**src/rtl/ptmr_pkg.sv**
```systemverilog
package ptmr_pkg;
  localparam int DW      = 8;
  localparam int A_CTRL  = 'h00;
  localparam int A_FRC   = 'h01;
  localparam int A_CHEN  = 'h02;
  localparam int A_SEL   = 'h03;
  localparam int A_IEN   = 'h04;
  localparam int A_FLAG  = 'h05;
  localparam int A_PRE0  = 'h06;
  localparam int A_PRE1  = 'h07;
  localparam int A_LD    = 'h08;
  localparam int NSRC    = 2;
endpackage

```
**src/rtl/ptmr_prescale.sv**
```systemverilog
module ptmr_prescale #(
  parameter int PW = 8
) (
  input  logic          clk,
  input  logic          rst_n,
  input  logic          run,
  input  logic [PW-1:0] load,
  output logic          tick
);
  logic [PW-1:0] cnt;

  function automatic logic [PW-1:0] pre_next(input logic r, input logic [PW-1:0] c,
                                             input logic [PW-1:0] l);
    if (!r || c == '0) return l;
    return c - 1'b1;
  endfunction

  assign tick = run && (cnt == '0);

  always_ff @(posedge clk or negedge rst_n) begin
    if (!rst_n) cnt <= '0;
    else        cnt <= pre_next(run, cnt, load);
  end

  // a non-zero reload leaves at least one idle cycle between ticks
  assert_tick_gap_R3: assert property (@(posedge clk) disable iff (!rst_n)
    (tick && load != '0) |=> !tick);
endmodule

```
**src/rtl/ptmr_regs.sv**
```systemverilog
module ptmr_regs
  import ptmr_pkg::*;
#(
  parameter int NCH = 8,
  parameter int CW  = 16,
  parameter int PW  = 8,
  parameter int AW  = 6
) (
  input  logic                    clk,
  input  logic                    rst_n,
  input  logic [AW-1:0]           addr,
  input  logic [DW-1:0]           wdata,
  input  logic                    we,
  input  logic [NCH-1:0]          flag,
  input  logic [NCH-1:0][CW-1:0]  cnt,
  output logic                    men,
  output logic [NCH-1:0]          chen,
  output logic [NCH-1:0]          sel,
  output logic [NCH-1:0]          ien,
  output logic [NSRC-1:0][PW-1:0] pld,
  output logic [NCH-1:0][CW-1:0]  ld,
  output logic [NCH-1:0]          frc_stb,
  output logic [NCH-1:0]          clr_stb,
  output logic [DW-1:0]           rdata
);
  localparam int NB     = CW / DW;
  localparam int A_CNT  = A_LD + NCH * NB;

  function automatic logic hit(input logic [AW-1:0] a, input int target);
    return a == AW'(target);
  endfunction

  assign frc_stb = (we && hit(addr, A_FRC))  ? wdata[NCH-1:0] : '0;
  assign clr_stb = (we && hit(addr, A_FLAG)) ? wdata[NCH-1:0] : '0;

  always_ff @(posedge clk or negedge rst_n) begin
    if (!rst_n) begin
      men  <= 1'b0;
      chen <= '0;
      sel  <= '0;
      ien  <= '0;
      pld  <= '0;
      ld   <= '0;
    end else if (we) begin
      if (hit(addr, A_CTRL)) men  <= wdata[0];
      if (hit(addr, A_CHEN)) chen <= wdata[NCH-1:0];
      if (hit(addr, A_SEL))  sel  <= wdata[NCH-1:0];
      if (hit(addr, A_IEN))  ien  <= wdata[NCH-1:0];
      if (hit(addr, A_PRE0)) pld[0] <= wdata[PW-1:0];
      if (hit(addr, A_PRE1)) pld[1] <= wdata[PW-1:0];
      for (int c = 0; c < NCH; c++) begin
        for (int b = 0; b < NB; b++) begin
          if (hit(addr, A_LD + c * NB + b)) ld[c][b*DW +: DW] <= wdata;
        end
      end
    end
  end

  always_comb begin
    rdata = '0;
    if (hit(addr, A_CTRL)) rdata = DW'(men);
    if (hit(addr, A_CHEN)) rdata = DW'(chen);
    if (hit(addr, A_SEL))  rdata = DW'(sel);
    if (hit(addr, A_IEN))  rdata = DW'(ien);
    if (hit(addr, A_FLAG)) rdata = DW'(flag);
    if (hit(addr, A_PRE0)) rdata = DW'(pld[0]);
    if (hit(addr, A_PRE1)) rdata = DW'(pld[1]);
    for (int c = 0; c < NCH; c++) begin
      for (int b = 0; b < NB; b++) begin
        if (hit(addr, A_LD + c * NB + b))  rdata = ld[c][b*DW +: DW];
        if (hit(addr, A_CNT + c * NB + b)) rdata = cnt[c][b*DW +: DW];
      end
    end
  end

  // the strobe register never returns data
  assert_frc_reads_zero_R7: assert property (@(posedge clk) disable iff (!rst_n)
    hit(addr, A_FRC) |-> rdata == '0);
  // a channel-enable write is stored for the next cycle
  assert_chen_store_R2: assert property (@(posedge clk) disable iff (!rst_n)
    (we && hit(addr, A_CHEN)) |=> chen == $past(wdata[NCH-1:0]));
endmodule

```
**src/rtl/ptmr_channel.sv**
```systemverilog
module ptmr_channel
  import ptmr_pkg::*;
#(
  parameter int CW = 16
) (
  input  logic            clk,
  input  logic            rst_n,
  input  logic            men,
  input  logic            chen,
  input  logic            sel,
  input  logic [NSRC-1:0] ticks,
  input  logic [CW-1:0]   ld,
  input  logic            frc_req,
  input  logic            clr_req,
  output logic [CW-1:0]   cnt,
  output logic            flag
);
  logic active, active_q, start_evt, frc_evt, load_evt, step_evt, timeout;

  function automatic logic [CW-1:0] count_next(input logic [CW-1:0] c, input logic [CW-1:0] l);
    return (c == '0) ? l : c - 1'b1;
  endfunction

  function automatic logic reaches_zero(input logic [CW-1:0] c, input logic [CW-1:0] l);
    return (c == CW'(1)) || (c == '0 && l == '0);
  endfunction

  assign active    = men && chen;
  assign start_evt = active && !active_q;
  assign frc_evt   = active && frc_req;
  assign load_evt  = start_evt || frc_evt;
  assign step_evt  = active && ticks[sel] && !load_evt;
  assign timeout   = step_evt && reaches_zero(cnt, ld);

  always_ff @(posedge clk or negedge rst_n) begin
    if (!rst_n) begin
      cnt      <= '0;
      flag     <= 1'b0;
      active_q <= 1'b0;
    end else begin
      active_q <= active;
      if (load_evt)      cnt <= ld;
      else if (step_evt) cnt <= count_next(cnt, ld);
      if (!active)       flag <= 1'b0;
      else if (timeout)  flag <= 1'b1;
      else if (clr_req)  flag <= 1'b0;
    end
  end

  assert_start_load_R5: assert property (@(posedge clk) disable iff (!rst_n)
    start_evt |=> cnt == $past(ld));
  assert_force_load_R7: assert property (@(posedge clk) disable iff (!rst_n)
    frc_evt |=> cnt == $past(ld));
  assert_timeout_flag_R6: assert property (@(posedge clk) disable iff (!rst_n)
    timeout |=> flag);
  assert_w1c_R8: assert property (@(posedge clk) disable iff (!rst_n)
    (clr_req && !timeout) |=> !flag);
  assert_disable_clears_R9: assert property (@(posedge clk) disable iff (!rst_n)
    !chen |=> !flag);
  assert_frozen_R10: assert property (@(posedge clk) disable iff (!rst_n)
    !active |=> cnt == $past(cnt));
endmodule

```
**src/rtl/ptmr_top.sv**
```systemverilog
module ptmr_top
  import ptmr_pkg::*;
#(
  parameter int NCH = 8,
  parameter int CW  = 16,
  parameter int PW  = 8,
  parameter int AW  = 6
) (
  input  logic          clk,
  input  logic          rst_n,
  input  logic [AW-1:0] bus_addr,
  input  logic [DW-1:0] bus_wdata,
  input  logic          bus_we,
  output logic [DW-1:0] bus_rdata,
  output logic [NCH-1:0] irq
);
  logic                    men;
  logic [NCH-1:0]          chen, sel, ien, frc_stb, clr_stb, flag;
  logic [NSRC-1:0][PW-1:0] pld;
  logic [NCH-1:0][CW-1:0]  ld, cnt;
  logic [NSRC-1:0]         ticks;

  ptmr_regs #(.NCH(NCH), .CW(CW), .PW(PW), .AW(AW)) u_regs (
    .clk, .rst_n, .addr(bus_addr), .wdata(bus_wdata), .we(bus_we),
    .flag, .cnt, .men, .chen, .sel, .ien, .pld, .ld,
    .frc_stb, .clr_stb, .rdata(bus_rdata)
  );

  for (genvar g = 0; g < NSRC; g++) begin : g_pre
    ptmr_prescale #(.PW(PW)) u_pre (
      .clk, .rst_n, .run(men), .load(pld[g]), .tick(ticks[g])
    );
  end

  for (genvar n = 0; n < NCH; n++) begin : g_ch
    ptmr_channel #(.CW(CW)) u_ch (
      .clk, .rst_n, .men, .chen(chen[n]), .sel(sel[n]), .ticks,
      .ld(ld[n]), .frc_req(frc_stb[n]), .clr_req(clr_stb[n]),
      .cnt(cnt[n]), .flag(flag[n])
    );
  end

  assign irq = flag & ien;

  // with run clear no interrupt survives into the next cycle
  assert_quiet_irq_R10: assert property (@(posedge clk) disable iff (!rst_n)
    !men |=> irq == '0);
  // a masked channel never requests
  assert_masked_R11: assert property (@(posedge clk) disable iff (!rst_n)
    (ien == '0) |-> irq == '0);
endmodule

```
**config.mk**
```make
export PLATFORM = sky130hd
export DESIGN_NAME = ptmr_top
export DESIGN_NICKNAME = d
export VERILOG_FILES = /design/src/rtl/ptmr_pkg.sv /design/src/rtl/ptmr_prescale.sv /design/src/rtl/ptmr_regs.sv /design/src/rtl/ptmr_channel.sv /design/src/rtl/ptmr_top.sv
export SDC_FILE = /design/constraint.sdc
export NUM_CORES = 1
export LEC_CHECK = 0
export CAP_MARGIN = 20
export CORE_UTILIZATION = 59
export DETAILED_ROUTE_END_ITERATION = 10
export PLACE_DENSITY = 0.72
export SLEW_MARGIN = 0
export SYNTH_ARGS = -nofsm -noshare
export SYNTH_HDL_FRONTEND = slang
export SYNTH_SLANG_ARGS = --single-unit
```
**constraint.sdc**
```tcl
create_clock -name clk -period 5.45 [get_ports clk]
set_input_delay 1.09 -clock clk [delete_from_list [all_inputs] [get_ports clk]]
set_output_delay 1.09 -clock clk [all_outputs]
set_load 0.02 [all_outputs]
```
# After elaboration in Yosys (flattened, before gate mapping)
# Cells that the tools add are included.
[word_totals]
wordCells = 377
in_bits = 17
output_inout_bits = 16
ff_bits = 329
[classes]
add_sub_neg = 10
reduce_logical = 144
magnitude_cmp = 8
eq_ne = 55
n_bitwise = 1
muxes = 111
[ops]
columns = ["operator", "count"]
rows = [
  ["$mux 16", 24],
  ["$mux 8", 44],
  ["$logic_not 16->1", 16],
  ["$eq 16x1->1 const B", 8],
  ["$sub 16x1->16 const B", 8],
  ["$eq 6x5->1 const B", 16],
  ["$logic_and 1x1->1", 60],
  ["$eq 6x4->1 const B", 8],
  ["$eq 6x6->1 const B", 8],
  ["$reduce_and 2->1", 22],
  ["$mux 1", 43],
  ["$eq 6x3->1 const B", 4],
  ["$ne 3x3->1 const B", 8],
  ["$logic_or 1x1->1", 18],
  ["$logic_not 1->1", 17],
  ["$logic_not 8->1", 2],
  ["$lt 1x2->1 const B", 8],
  ["$reduce_bool 2->1", 8],
  ["$sub 8x1->8 const B", 2],
  ["$eq 6x2->1 const B", 2],
  ["$and 8x8->8", 1],
  ["$eq 6x1->1 const B", 1],
  ["$logic_not 6->1", 1],
]

# Logic depth before layout (Yosys ltp)
# Gate-level depths: netlist of run 1.
[logic_depth]
ltp_word = 40
ltp_mapped = 11

# Hierarchy
# Synthesis of run 1 repeated with hierarchy kept, for this count alone.
[unflattened]
hier_cells = 2333
area_unflattened_um2 = 21891.0
[by_module_without_submodules]
columns = ["module", "instances", "cells_each", "area_per_inst_um2", "seq_area_each_um2"]
rows = [
  ["ptmr_regs", 1, 981, 10124.7, 4229.1],
  ["ptmr_channel (g_ch[1].u_ch ...)", 4, 165, 1437.6, 450.4],
  ["ptmr_channel (g_ch[0].u_ch ...)", 4, 147, 1268.7, 450.4],
  ["ptmr_prescale", 2, 48, 445.4, 200.2],
  ["ptmr_top", 1, 8, 50.0, 0.0],
]

# Least setup slack after synthesis of run 1
# No wires, ideal clock.
[synth_timing]
path_type = "input -> output"
from = "input port bus_addr[4]"
to = "output port bus_rdata[1]"
cell_stages = 8
slack_ns = 1.232
t_arrival_ns = 3.128
path_buffers = 2
required_time_ns = 4.360
cell_sequence = "buf_2 -> buf_2 -> or4b_2 -> o221ai_1 -> a31oi_1 -> nor4_1 -> o31ai_1 -> a21oi_1"
[synth_between]
elab_chain_len = 39
elab_cells_between_ends = 76
cone_classes = "eq/ne: 38; mux: 38"
[synth_rtl]
columns = ["item", "line", "text"]
rows = [
  ["from (decl)", "ptmr_top.sv:11", "input logic [AW-1:0] bus_addr,"],
  ["$eq 6x2->1", "ptmr_regs.sv:30", "return a == AW'(target);"],
  ["$mux 8", "ptmr_regs.sv:62", "if (hit(addr, A_CHEN)) rdata = DW'(chen);"],
  ["$mux 8", "ptmr_regs.sv:63", "if (hit(addr, A_SEL)) rdata = DW'(sel);"],
  ["$mux 8", "ptmr_regs.sv:64", "if (hit(addr, A_IEN)) rdata = DW'(ien);"],
  ["$mux 8", "ptmr_regs.sv:65", "if (hit(addr, A_FLAG)) rdata = DW'(flag);"],
  ["$mux 8", "ptmr_regs.sv:66", "if (hit(addr, A_PRE0)) rdata = DW'(pld[0]);"],
  ["$mux 8", "ptmr_regs.sv:67", "if (hit(addr, A_PRE1)) rdata = DW'(pld[1]);"],
  ["$mux 8", "ptmr_regs.sv:70", "if (hit(addr, A_LD + c * NB + b)) rdata = ld[c][b*DW +: DW];"],
  ["[... 23 more ...]", "n/a", ""],
  ["$mux 8", "ptmr_regs.sv:70", ""],
  ["$mux 8", "ptmr_regs.sv:71", "if (hit(addr, A_CNT + c * NB + b)) rdata = cnt[c][b*DW +: DW];"],
  ["$mux 8", "ptmr_regs.sv:70", ""],
  ["$mux 8", "ptmr_regs.sv:71", ""],
  ["$mux 8", "ptmr_regs.sv:70", ""],
  ["$mux 8", "ptmr_regs.sv:71", ""],
  ["$mux 8", "ptmr_regs.sv:70", ""],
  ["$mux 8 *", "ptmr_regs.sv:71", ""],
  ["to (decl)", "ptmr_top.sv:14", "output logic [DW-1:0] bus_rdata,"],
]
# Mark *: on every way between the ends. The rest lies on a longest branch, timed or not.

# Worst setup path after layout of run 1
[layout_timing]
from = "input port bus_addr[2]"
to = "output port bus_rdata[2]"
# Same word-level chain as after synthesis.

==> results of run 1 <==
-- flip-flops by register name (all words and copies together), names as in the netlist --
register            flops
g_ch.u_ch.cnt         128
u_regs.ld             128
g_pre.u_pre.cnt        16
u_regs.pld             16
g_ch.u_ch.active_q      8
g_ch.u_ch.flag          8
u_regs.chen             8
u_regs.ien              8
u_regs.sel              8
u_regs.men              1
-- worst max-delay path: stages --
cell and delay, ns:
clkdlybuf4s50_1 0.45, buf_12 0.17, or4b_1 0.59, buf_4 0.20
nor2_1 0.18, buf_4 0.17, a32oi_1 0.05, o221a_2 0.13
a21oi_1 0.36, o31ai_2 0.18, o211ai_1 0.16, clkdlybuf4s50_1 0.66
-- metrics by stage --
| step | hold slack (ns) | TNS, ns |
|---|---|---|
| floorplan | 0.457 | 0 |
| global placement | 0.498 | -0.578 |
| detailed placement | 0.503 | -0.565 |
| CTS | 0.505 | 0 |
| global route | 0.516 | -0.0497 |
| finish | 0.466 | -0.0320 |
-- cell usage after synthesis (7+ instances only) --
cell,count
dfrtp_1,329
nor2_1,243
o21ai_0,214
a21oi_1,212
mux2_2,182
nand2_1,159
nor3_1,92
clkbuf_1,82
nand3_1,70
nor4_1,65
buf_2,50
inv_1,48
a22oi_1,34
o22ai_1,29
ha_1,28
nand4_1,27
a31oi_1,25
o22a_1,25
a211oi_1,16
nand2b_1,15
or3_1,15
a21o_1,14
a221oi_1,14
and2_1,14
mux2i_1,14
and3_1,13
o211ai_1,12
o21ai_1,12
o221ai_1,12
a32oi_1,10
buf_1,10
nor4b_1,9
xnor2_1,9
o2111ai_1,8
nor3b_1,7
o21a_1,7
o2bb2ai_1,7
or4_1,7
-- power breakdown --
group          switching (uW)  internal [uW]  leakage (uW)  total (uW)
Clock                    1080           1430      0.000580        2510
Sequential                845           2930       0.00435        3780
Combinational            1830           1180       0.00502        3010
-- area by class of cell --
type                            count  area [um^2]  share of cell area [%]
Clock buffer                       51         1070                    4.66
Tap cell                          448          561                    2.44
Timing Repair Buffer              188         1650                    7.18
Inverter                           48          180                   0.785
Multi-Input combinational cell   1738        11100                    48.5
Clock inverter                     14          124                   0.540
Sequential cell                   329         8230                    35.9
-- logic make-up (layout without fill, tap and decap cells) --
kind of cell,Yosys count,count (layout),share of synthesized area [%]
flops,329,329,40.9
xor+xnor,12,12,0.522
fa+ha+maj,28,28,1.74
simple gates,777,777,19.2
compound gates,724,724,22.5
buf+inv,197,301,4.17
mux,197,197,11.0
-- what timing repair did --
item                       4_1_cts  5_1_grt
pin swaps                        0        1
resized for setup               12       10
setup endpoints to repair        6        6
-- path summary, 6_finish.rpt --
check                           slack (ns)           startpoint             endpoint  cells past startpoint
worst max-delay path                 -0.03          bus_addr[2]         bus_rdata[2]                     12
worst min-delay path                  0.47                rst_n         u_regs.ld[8]                      1
worst max register to register        2.15  g_ch[4].u_ch.cnt[4]  g_ch[4].u_ch.cnt[8]                      7
worst min register to register        0.52  g_ch[7].u_ch.cnt[6]  g_ch[7].u_ch.cnt[6]                      2
max in group asynchronous             3.80                rst_n        u_regs.ld[94]                      2
min in group clk                      0.52  g_ch[7].u_ch.cnt[6]  g_ch[7].u_ch.cnt[6]                      2
-- layout by cell type, fill, tap and decap left out, types with 8 or more instances in the layout --
master,n
dfrtp_1,329
clkdlybuf4s50_1,23
mux2i_1,14
a31oi_1,25
o2111ai_1,8
nand4_1,27
a221oi_1,14
or3_1,15
o221ai_1,12
nor2_1,242
nor4_1,65
a211oi_1,15
nand3_1,70
clkbuf_16,38
nor3_1,92
mux2_2,182
a21o_1,14
o22a_1,25
inv_1,48
a21oi_1,212
nor4b_1,8
nand2b_1,15
ha_1,28
nand2_1,159
o21ai_0,212
a32oi_1,10
o211ai_1,12
buf_12,12
and2_1,14
a22oi_1,34
buf_4,145
and3_1,13
o21ai_1,14
xnor2_1,9
o22ai_1,29
-- metal layers --
metal	wire length (um)	share of wire, %	vias up	track usage [%]
met5	12	0.016	-	0
met4	3100	4.2	2	17.0
met3	9030	12	235	9.82
met2	31800	43	1354	61.6
met1	30500	41	9785	61.5
li1	-	-	8643	-
==> metrics.cfg, run 1 <==
[outcome]
status=finished with violations
violations=negative setup slack

[grt]
grt_pass1_vias=18900
track_usage_pct=42.5
grt_overflow=0
grt_max_degree=132
antenna_found_initial=2
grt_pass1_wl_um=114000

[worst_setup_path]
end_kind=output port
cp_max_fo=18
crit_arrival_ns=4.39
critical_path_class=in2out
worstPathRequired_ns=4.36
critPathLaunchType=input pin

[timing]
relSlewSlack_pct=23.8
grt_setup_unrepaired=yes
skew_ns=0.0272
clock.fmax_ghz=0.182
timing.final.crit_period_ns=5.48
setup_viol=1
timing.final.crit_share_pct=101
timing.final.ws_setup_ns=-0.0320
worst_pin_slew_ns=1.14
maxSlewViolCount=0
hold_viol_final=0

[route]
postRouteAntennaNets=0
first_iter_violations=2666
num_vias=20000
avgRoutedWirePerCell_um=26.4
drt-total-wl_um=74500
dr.pass1.iters=9
avgViaCountPerCell=7.11
drcViolationCount=0

[die]
start_util_pct=60.0
coreArea_um2=33500
ioPinCount=33
dieArea_um2=34800
row_count=67
die_y_um=187
die_w_um=187

[hold_path]
hold_path.class=in2async

[cts]
cts_buffers=38
cts_tree=built
cts.sinks=329
insertion_delay_ns=0.58
hold_buffers=0
clock_path_buffers=3
post-cts-setup-buffers=0
cts-root-buf=clkbuf_16
cts_max_level=2
clk_pin_slew_worst_paths_ns=0.06

[synth]
synth_area_leaders=dfrtp_1 (41%), mux2_2 (10%), o21ai_0 (5.3%)
async_flop_share_pct=100
synth-edff-count=0
syn_inst=2264
ys_ff_latch=329
netlist-cell-type-count=86
syn_area_um2=20100
synth_nets=2309
synth_top_cell_by_area=dfrtp_1
yosysSeqAreaShare_pct=40.9
ys.flop_type=dfrtp_1
yosysWarningCount=0
postSynthAreaPerCell_um2=8.89
synth.top_cell.area_share_pct=40.9

[placement]
dp_cells=2750
preCtsSetupSlack_ns=-0.248
port_buffers=32
place_hpwl_um=52200
place_area_um2=21700
gp_congestion=1.01

[pwr]
p_total_uw=9300
peakVddDrop_v=0.000460
power_density_nw_per_um2=405
p_leak_uw=0.00995

[layout]
final_cells=2816
syn_to_final_growth_pct=14.1
nets=2388
antenna_cells=0
fillers=2703
drive_above_1_share_pct=18.9
fin_util_pct=68.4
postLayoutCellArea_um2=22900

[flow_run]
max-cap-violations=0

(Power assumes the default switching activity.)
==> run 2, diff against run 1 <==
CTS_BUF_LIST = sky130_fd_sc_hd__clkbuf_8   (was default)
SKIP_CTS_REPAIR_TIMING = 1   (was default)
==> run 2 against run 1 <==
  * The run still ends with negative setup slack left
  * Largest cell class unchanged
  * Utilization shrank 0.26 points
  * Power shrank 3.0%
  * Via count unchanged
  * Global-route usage decreased by 0.091 points
  * Register-to-register slack gained 0.03 ns
  * Non-clock buffer count grew 1
  * Final cell count grew 1.1%
  * Largest power group unchanged
==> metrics.cfg, run 2 (same netlist as run 1, synthesis figures left out) <==
[worst_setup_path]
critical_path_class=in2out
path_buf_inv=5
path_delay_family=buffers and inverters
crit_arrival_ns=4.38
worstPathRequired_ns=4.36
rr_startpoint=g_ch[4].u_ch.cnt[4]
critPathLaunchType=input pin
slowest_delay_ns=0.67
cp_max_fo=18
crit_slowest_cell=clkdlybuf4s50_1
end_kind=output port
critPathLaunch=bus_addr[2]
worstPathCellList=clkdlybuf4s50_1 > buf_12 > or4b_1 > buf_4 > nor2_1 > buf_4 > a32oi_1 > o221a_2 > a21oi_1 > o31ai_2 > o211ai_1 > clkdlybuf4s50_1

[die]
row_count=67
die_y_um=187
coreArea_um2=33500
ioPinCount=33
die_w_um=187
start_util_pct=60.0
dieArea_um2=34800

[route]
avgRoutedWirePerCell_um=26.0
first_iter_violations=2771
drt-total-wl_um=74100
postRouteAntennaNets=0
drcViolationCount=0
num_vias=20000
dr.pass1.iters=9
avgViaCountPerCell=7.03

[layout]
final_common_cell=dfrtp_1
drive_above_1_share_pct=19.3
fin_util_pct=68.2
top_regs=g_ch.u_ch.cnt (128), u_regs.ld (128)
nets=2406
final_cell_mix=dfrtp_1 (329), nor2_1 (242), o21ai_0 (213)
syn_to_final_growth_pct=13.6

[timing]
maxSlewViolCount=0
grt_setup_unrepaired=yes
timing.final.crit_share_pct=100
skew_ns=0.0485
timing.final.crit_period_ns=5.47
timing.final.ws_setup_ns=-0.0237
relSlewSlack_pct=22.1
hold_ws_ns=0.393
clock.fmax_ghz=0.183
fin_tns_setup_ns=-0.0237
setup_viol=1
hold_viol_final=0
worst_pin_slew_ns=1.17

[grt]
track_usage_pct=42.4
grt_pass1_wl_um=114000
grt_pass1_vias=19000
antenna_found_initial=0
grt_overflow=0
grt_max_degree=132

[cts]
cts.sinks=329
cts-root-buf=clkbuf_8
clock_path_buffers=3
insertion_delay_ns=0.69
cts_max_level=2
cts_buffers=55
clk_pin_slew_worst_paths_ns=0.05
cts_tree=built

[hold_path]
hold_path.class=in2async

[placement]
place_hpwl_um=52200
port_buffers=32
gp_congestion=1.01
preCtsSetupSlack_ns=-0.248

[outcome]
status=finished with violations
violations=negative setup slack

[pwr]
power_density_nw_per_um2=394
p_leak_uw=0.0100
peakVddDrop_v=0.000439

[flow_run]
max-cap-violations=0

[run 2: cell types whose count changed in the layout (fill, tap and decap cells not counted), moves of 2 or more]
cell,delta
dlymetal6s2s_1,+2
clkinvlp_4,-2
clkbuf_1,-6
diode_2,+4
clkbuf_8,+60
inv_1,+17
dlygate4sd2_1,-2
clkinv_2,-3
clkbuf_16,-38
[run 2: power breakdown]
| group | leakage [uW] | switching (uW) | internal [uW] |
|---|---|---|---|
| clock | 0.000617 | 1050 | 1190 |
| sequential | 0.00435 | 842 | 2930 |
| combinational | 0.00505 | 1820 | 1180 |
| total | 0.0100 | 3710 | 5310 |
[run 2: path summary, 6_finish.rpt]
path                       slack (ns)  cells past startpoint                     to
min                              0.39                      1           u_regs.ld[8]
min reg2reg                      0.52                      2  g_pre[1].u_pre.cnt[5]
max                             -0.02                     12           bus_rdata[2]
max reg2reg                      2.18                      7    g_ch[4].u_ch.cnt[8]
min in group clk                 0.52                      2  g_pre[1].u_pre.cnt[5]
max in group asynchronous        3.86                      2  g_ch[5].u_ch.active_q
[run 2: per-layer routing]
layer / part of all wire [%] / track usage [%]
met5: 0 / 0
met2: 43 / 61.5
met4: 3.9 / 18.0
met3: 11 / 9.80
met1: 42 / 60.9
[run 2: final cells by class]
class,instances,area [um^2]
Antenna cell,4,10.0
Sequential cell,329,8230
Tap cell,448,561
Clock inverter,25,163
Fill cell,2732,10700
Multi-Input combinational cell,1738,11100
Inverter,48,180
Timing Repair Buffer,189,1660
Clock buffer,67,922
[run 2: stage by stage]
stage / cells / power [uW] / instance area [um^2]
after global routing: 2844 / 9530 / 22800
after floorplan: 2264 / 5690 / 20100
final: 2848 / 9020 / 22900
after global placement: 2750 / 6560 / 21700
after CTS: 2842 / 8920 / 22800
after detailed placement: 2750 / 6680 / 21700
